File: config.mk
export PLATFORM = sky130hd
export DESIGN_NAME = rtc_seconds_core
export DESIGN_NICKNAME = d
export VERILOG_FILES = /design/src/rtl/rtc_trim_pkg.sv /design/src/rtl/rtc_comp_sequencer.sv /design/src/rtl/rtc_prescaler.sv /design/src/rtl/rtc_regfile.sv /design/src/rtl/rtc_seconds_core.sv
export SDC_FILE = /design/constraint.sdc
export NUM_CORES = 1
export LEC_CHECK = 0
export BUFFER_PORTS_ARGS = -buffer_cell sky130_fd_sc_hd__buf_2
export CAP_MARGIN = 20
export CORE_ASPECT_RATIO = 0.7
export CORE_UTILIZATION = 35
export CTS_BUF_LIST = sky130_fd_sc_hd__clkbuf_4 sky130_fd_sc_hd__clkbuf_8 sky130_fd_sc_hd__clkbuf_16
export CTS_CLUSTER_DIAMETER = 50
export CTS_CLUSTER_SIZE = 30
export DETAILED_ROUTE_END_ITERATION = 8
export GPL_ROUTABILITY_DRIVEN = 0
export HOLD_SLACK_MARGIN = 0.02
export PLACE_DENSITY_LB_ADDON = 0.12
export SYNTH_ARGS = -nofsm -noshare
export SYNTH_HDL_FRONTEND = slang
export SYNTH_SLANG_ARGS = --single-unit
File: constraint.sdc
create_clock -name clk -period 4.8 [get_ports clk]
set_input_delay 0.96 -clock clk [delete_from_list [all_inputs] [get_ports clk]]
set_output_delay 0.96 -clock clk [all_outputs]
set_load 0.1 [all_outputs]
File: src/rtl/rtc_trim_pkg.sv
package rtc_trim_pkg;
  localparam int REG_W  = 32;
  localparam int TRIM_W = 8;
  localparam int IVAL_W = 8;

  typedef enum logic [1:0] {
    ADDR_SECONDS = 2'd0,
    ADDR_CTRL    = 2'd1,
    ADDR_COMP    = 2'd2,
    ADDR_LOCK    = 2'd3
  } reg_addr_e;
endpackage

File: src/rtl/rtc_comp_sequencer.sv
// Tracks the position inside the compensation interval and produces the
// prescaler period for the second currently being counted.
module rtc_comp_sequencer #(
  parameter int BASE_PERIOD = 32768,
  parameter int TRIM_W      = 8,
  parameter int IVAL_W      = 8,
  parameter int PRE_W       = 16
) (
  input  logic              clk,
  input  logic              rst,
  input  logic              clear,
  input  logic              sec_done,
  input  logic [TRIM_W-1:0] trim,
  input  logic [IVAL_W-1:0] ival_field,
  output logic [PRE_W-1:0]  period
);
  localparam logic signed [PRE_W:0] BASE_S = (PRE_W+1)'(BASE_PERIOD);

  logic [IVAL_W-1:0]      ival_cnt;
  logic                   trim_now;
  logic signed [PRE_W:0]  trim_ext;
  logic signed [PRE_W:0]  diff;

  assign trim_now = (ival_cnt == '0);

  always_ff @(posedge clk) begin
    if (rst || clear) begin
      ival_cnt <= '0;
    end else if (sec_done) begin
      if (trim_now) ival_cnt <= ival_field;
      else          ival_cnt <= ival_cnt - 1'b1;
    end
  end

  always_comb begin
    if (trim_now) trim_ext = {{(PRE_W+1-TRIM_W){trim[TRIM_W-1]}}, trim};
    else          trim_ext = '0;
    diff = BASE_S - trim_ext;
  end

  assign period = diff[PRE_W-1:0];
endmodule

File: src/rtl/rtc_prescaler.sv
// Counts enabled ticks and flags the last tick of each second.
module rtc_prescaler #(
  parameter int PRE_W = 16
) (
  input  logic             clk,
  input  logic             rst,
  input  logic             clear,
  input  logic             count_en,
  input  logic [PRE_W-1:0] period,
  output logic             sec_done
);
  logic [PRE_W-1:0] pre_cnt;
  logic             at_end;

  // ">=" keeps the count bounded if the period shrinks mid-second
  assign at_end   = (pre_cnt >= (period - 1'b1));
  assign sec_done = count_en && at_end;

  always_ff @(posedge clk) begin
    if (rst || clear) begin
      pre_cnt <= '0;
    end else if (count_en) begin
      if (at_end) pre_cnt <= '0;
      else        pre_cnt <= pre_cnt + 1'b1;
    end
  end
endmodule

File: src/rtl/rtc_regfile.sv
// Software-visible state: seconds, count enable, compensation fields, locks.
module rtc_regfile
  import rtc_trim_pkg::*;
#(
  parameter int SEC_W  = 32,
  parameter int TRIM_W = 8,
  parameter int IVAL_W = 8
) (
  input  logic              clk,
  input  logic              rst,
  input  logic [1:0]        reg_addr,
  input  logic              reg_wr,
  input  logic [REG_W-1:0]  reg_wdata,
  input  logic              sec_inc,
  output logic [REG_W-1:0]  reg_rdata,
  output logic [SEC_W-1:0]  seconds,
  output logic              cnt_en,
  output logic [TRIM_W-1:0] trim,
  output logic [IVAL_W-1:0] ival_field,
  output logic              comp_lock,
  output logic              lock_lock,
  output logic              sec_load
);
  localparam logic [SEC_W-1:0] SEC_ONE = SEC_W'(1);

  logic              wr_sec, wr_ctrl, wr_comp, wr_lock;
  logic [SEC_W-1:0]  sec_plus;
  logic [SEC_W-1:0]  load_val;
  logic [REG_W-1:0]  rd_mux;

  assign wr_sec  = reg_wr && (reg_addr == ADDR_SECONDS);
  assign wr_ctrl = reg_wr && (reg_addr == ADDR_CTRL);
  assign wr_comp = reg_wr && (reg_addr == ADDR_COMP) && !comp_lock;
  assign wr_lock = reg_wr && (reg_addr == ADDR_LOCK) && !lock_lock;

  assign sec_load = wr_sec && !cnt_en;
  assign sec_plus = (seconds + SEC_ONE == '0) ? SEC_ONE : seconds + SEC_ONE;
  assign load_val = (reg_wdata[SEC_W-1:0] == '0) ? SEC_ONE : reg_wdata[SEC_W-1:0];

  always_ff @(posedge clk) begin
    if (rst) begin
      seconds <= SEC_ONE;
    end else if (sec_load) begin
      seconds <= load_val;
    end else if (sec_inc) begin
      seconds <= sec_plus;
    end
  end

  always_ff @(posedge clk) begin
    if (rst) begin
      cnt_en     <= 1'b0;
      trim       <= '0;
      ival_field <= '0;
      comp_lock  <= 1'b0;
      lock_lock  <= 1'b0;
    end else begin
      if (wr_ctrl) cnt_en <= reg_wdata[0];
      if (wr_comp) begin
        trim       <= reg_wdata[TRIM_W-1:0];
        ival_field <= reg_wdata[TRIM_W +: IVAL_W];
      end
      if (wr_lock) begin
        comp_lock <= comp_lock | reg_wdata[0];
        lock_lock <= lock_lock | reg_wdata[1];
      end
    end
  end

  always_comb begin
    rd_mux = '0;
    case (reg_addr)
      ADDR_SECONDS: rd_mux[SEC_W-1:0] = seconds;
      ADDR_CTRL:    rd_mux[0] = cnt_en;
      ADDR_COMP:    rd_mux[TRIM_W+IVAL_W-1:0] = {ival_field, trim};
      default:      rd_mux[1:0] = {lock_lock, comp_lock};
    endcase
  end

  always_ff @(posedge clk) begin
    if (rst) reg_rdata <= '0;
    else     reg_rdata <= rd_mux;
  end
endmodule

File: src/rtl/rtc_seconds_core.sv
module rtc_seconds_core
  import rtc_trim_pkg::*;
#(
  parameter int BASE_PERIOD = 32768
) (
  input  logic              clk,
  input  logic              rst,
  input  logic              tick_en,
  input  logic [1:0]        reg_addr,
  input  logic              reg_wr,
  input  logic [REG_W-1:0]  reg_wdata,
  output logic [REG_W-1:0]  reg_rdata,
  output logic [REG_W-1:0]  seconds_o
);
  localparam int PRE_W = $clog2(BASE_PERIOD + (1 << (TRIM_W-1)) + 1);

  logic              cnt_en;
  logic              sec_done;
  logic              sec_load;
  logic [TRIM_W-1:0] trim;
  logic [IVAL_W-1:0] ival_field;
  logic              comp_lock;
  logic              lock_lock;
  logic [PRE_W-1:0]  period;

  rtc_regfile #(.SEC_W(REG_W), .TRIM_W(TRIM_W), .IVAL_W(IVAL_W)) regs_i (
    .clk(clk), .rst(rst), .reg_addr(reg_addr), .reg_wr(reg_wr),
    .reg_wdata(reg_wdata), .sec_inc(sec_done), .reg_rdata(reg_rdata),
    .seconds(seconds_o), .cnt_en(cnt_en), .trim(trim),
    .ival_field(ival_field), .comp_lock(comp_lock), .lock_lock(lock_lock),
    .sec_load(sec_load)
  );

  rtc_comp_sequencer #(.BASE_PERIOD(BASE_PERIOD), .TRIM_W(TRIM_W),
                       .IVAL_W(IVAL_W), .PRE_W(PRE_W)) seq_i (
    .clk(clk), .rst(rst), .clear(sec_load), .sec_done(sec_done),
    .trim(trim), .ival_field(ival_field), .period(period)
  );

  rtc_prescaler #(.PRE_W(PRE_W)) pre_i (
    .clk(clk), .rst(rst), .clear(sec_load), .count_en(cnt_en && tick_en),
    .period(period), .sec_done(sec_done)
  );
endmodule

==> flow_metrics.py <==
metrics = {
    "cells_and_area": {
        "diodes": 0,
        "drive_above_1_share": 0.202,
        "final_cells": 996,
        "mostFrequentLayoutCell": "dfxtp_1",
        "multiInputGateArea_um2": 3360,
        "regArea_um2": 2140,
        "area_delta_synth_final_pct": 16.6,
        "fin_nets": 822,
        "final_cell_mix": "dfxtp_1, buf_2, nand2_1, a21oi_1, nor2_1",
        "fillers": 1641,
    },
    "clock_network": {
        "cts.clk_slew.worst_paths_ns": 0.08,
        "root_buffer": "clkbuf_16",
        "clk_path_buf_depth": 2,
        "h-tree-depth": 3,
        "cts_setup_buffers": 0,
        "clk_latency_ns": 0.36,
        "postCtsResizedCells": 0,
        "numCtsBuffers": 9,
        "clock-sinks": 107,
        "postCtsHoldBufs": 0,
        "cts_tree": "built",
    },
    "floorplanning": {
        "dieArea_um2": 17100,
        "initial_utilization": 0.366,
        "rows": 38,
        "pin_count": 102,
        "coreArea_um2": 15800,
        "die_height_um": 110,
        "die_width_um": 156,
    },
    "setup_path": {
        "cp-start-kind": "register",
        "cp.arrival_ns": 4.19,
        "endpoint_kind": "register",
        "crit_type": "reg2reg",
        "worstPathMaxFanout": 45,
        "required_ns": 5.01,
    },
    "timing": {
        "fmax_mhz": 251,
        "hold_viol_final": 0,
        "setup_violations": 0,
        "slew_headroom": 0.422,
        "min_period_ns": 3.98,
        "setup_tns_ns": 0,
        "clock-skew-final_ns": 0.0104,
        "drv_slew": 0,
        "worst_slew_pin_slew_ns": 0.855,
        "rsz0062_at_grt": "false",
        "fin_crit_sh": 0.830,
        "whs_ns": 0.480,
    },
    "power_and_ir_drop": {
        "total_leakage_power_nw": 2.70,
        "p_per_area_nw_per_um2": 295,
        "max-vdd-ir-drop_mv": 0.151,
    },
    "logic_synthesis": {
        "async_flop_share": 0,
        "synth.distinct_cells": 80,
        "netlist_instances": 701,
        "yosys_warnings": 0,
        "syn_area_um2": 5800,
        "syn_avg_cell_area_um2": 8.27,
        "ys_seq_elements": 107,
        "synth.net_count": 752,
        "synthFlopType": "dfxtp_1",
        "synth_edf_count": 0,
        "ys_seq_area_frac": 0.369,
    },
    "detailed_routing": {
        "wl_um": 19000,
        "avgRoutedWirePerCell_um": 19.1,
        "firstDrtPassIters": 5,
        "drc": 0,
        "final_antenna_net_count": 0,
        "drt_iter0_drc": 587,
        "vias": 5751,
        "via_per_inst": 5.77,
    },
    "global_route": {
        "grt_pass1_vias": 5041,
        "gr-usage-all-layers": 0.231,
        "grt_max_degree": 57,
        "antenna_found_initial": 0,
        "grt_overflow_total": 0,
        "grt_pass1_wl_um": 29800,
    },
    "placement": {
        "dp.cells": 979,
        "portBuffers": 101,
        "place.detailed.hpwl_um": 13500,
    },
    "job": {
        "drv_cap": 0,
    },
    "status": {
        "status": "finished, final reports clean",
    },
    "worst_hold_path": {
        "hp-class": "reg2reg",
    },
}
## report_power, final
group          switching [W]  total [W]  internal, W
clock               0.000363   0.000823     0.000461
combinational       0.000175   0.000233    0.0000586
sequential         0.0000330   0.000937     0.000904
## worst paths after layout
check                    start                 to  slack, ns  cells past startpoint
max          seq_i.ival_cnt[0]  regs_i.seconds[0]       0.82                     14
min          seq_i.ival_cnt[7]  seq_i.ival_cnt[7]       0.48                      2
min reg2reg  seq_i.ival_cnt[7]  seq_i.ival_cnt[7]       0.48                      2
max reg2reg  seq_i.ival_cnt[0]  regs_i.seconds[0]       0.82                     14
## worst max-delay path: stages, from the launching register on
cell,delay [ns]
dfxtp_1,0.34
inv_1,0.11
ha_1,0.14
nor3b_1,0.19
buf_4,0.21
and2_1,0.38
nand2_1,0.10
ha_1,0.27
nand2b_1,0.14
a21o_1,0.17
a211oi_1,0.48
o21a_2,0.65
nor2_8,0.27
o31ai_1,0.31
a311oi_1,0.07
## Yosys cell counts (all sizes together) (2+ instances only)
| library cell | instances | share of area |
|---|---|---|
| o211ai | 2 | 0.0026 |
| o311ai | 3 | 0.0045 |
| xor2 | 12 | 0.018 |
| a2bb2oi | 5 | 0.0076 |
| a21oi | 57 | 0.050 |
| nor4 | 30 | 0.041 |
| nand3b | 3 | 0.0039 |
| clkbuf | 33 | 0.022 |
| a211o | 2 | 0.0030 |
| and2 | 27 | 0.030 |
| and3 | 20 | 0.022 |
| a22oi | 6 | 0.0078 |
| inv | 16 | 0.010 |
| ha | 13 | 0.028 |
| nor3b | 5 | 0.0065 |
| nor2 | 46 | 0.033 |
| nand3 | 28 | 0.028 |
| o21a | 5 | 0.0067 |
| or4 | 3 | 0.0039 |
| nor2b | 3 | 0.0032 |
| a311oi | 8 | 0.012 |
| nor4b | 2 | 0.0030 |
| a21boi | 2 | 0.0026 |
| a211oi | 4 | 0.0060 |
| buf | 20 | 0.021 |
| and4 | 5 | 0.0076 |
| mux2i | 4 | 0.0069 |
| o22ai | 7 | 0.0076 |
| a32oi | 7 | 0.011 |
| nand4 | 9 | 0.013 |
| nand4b | 2 | 0.0030 |
| a21o | 2 | 0.0026 |
| or3 | 4 | 0.0043 |
| nand2b | 5 | 0.0054 |
| o21ai | 23 | 0.022 |
| nor3 | 25 | 0.022 |
| dfxtp | 107 | 0.37 |
| a31o | 2 | 0.0030 |
| a32o | 2 | 0.0035 |
| xnor2 | 12 | 0.018 |
| nand2 | 85 | 0.056 |
| a22o | 14 | 0.021 |
| a31oi | 15 | 0.019 |
## flip-flops by register name, summed over array words and instances, names as in the netlist
register,count
regs_i.cnt_en,1
seq_i.ival_cnt,8
pre_i.pre_cnt,16
regs_i.ival_field,8
regs_i.seconds,32
regs_i.comp_lock,1
regs_i.reg_rdata,32
regs_i.lock_lock,1
regs_i.trim,8
## stage by stage
stage                     total power [W]  instance area, um2  setup slack, ns  utilization
after floorplan                   0.00111                5800             1.53            -
after global placement            0.00119                6420             1.02        0.405
after detailed placement          0.00119                6430            0.856        0.406
after CTS                         0.00201                6750            0.835        0.427
after global routing              0.00207                6760            0.577        0.427
final                             0.00199                6760            0.817        0.427
## final cells by class
| type | count | share of cell area |
|---|---|---|
| multi-input combinational | 524 | 0.497 |
| clock inverter | 7 | 0.0144 |
| sequential | 107 | 0.317 |
| tap | 220 | 0.0407 |
| timing repair buffer | 112 | 0.0881 |
| inverter | 17 | 0.00943 |
| clock buffer | 9 | 0.0333 |
## logic make-up (layout without fill, tap and decap cells)
group / after synthesis / count (layout) / share of synthesized area
DFF: 107 / 107 / 0.369
muxes: 6 / 6 / 0.0127
adders and majority gates: 13 / 13 / 0.0280
xor gates and xnor gates: 24 / 24 / 0.0362
AOI/OAI and AO/OA: 175 / 175 / 0.207
buffers and inverters: 70 / 145 / 0.0544
and+or+nand+nor: 306 / 306 / 0.292
## layer usage
layer,vias to the layer above,global-route usage,wire [um]
li1,2711,-,-
met1,2787,0.359,9720
met2,233,0.313,7660
met4,0,0.0665,274
met5,-,0,0
met3,20,0.0430,1380
Note: power is estimated with default switching activity, not from simulation.
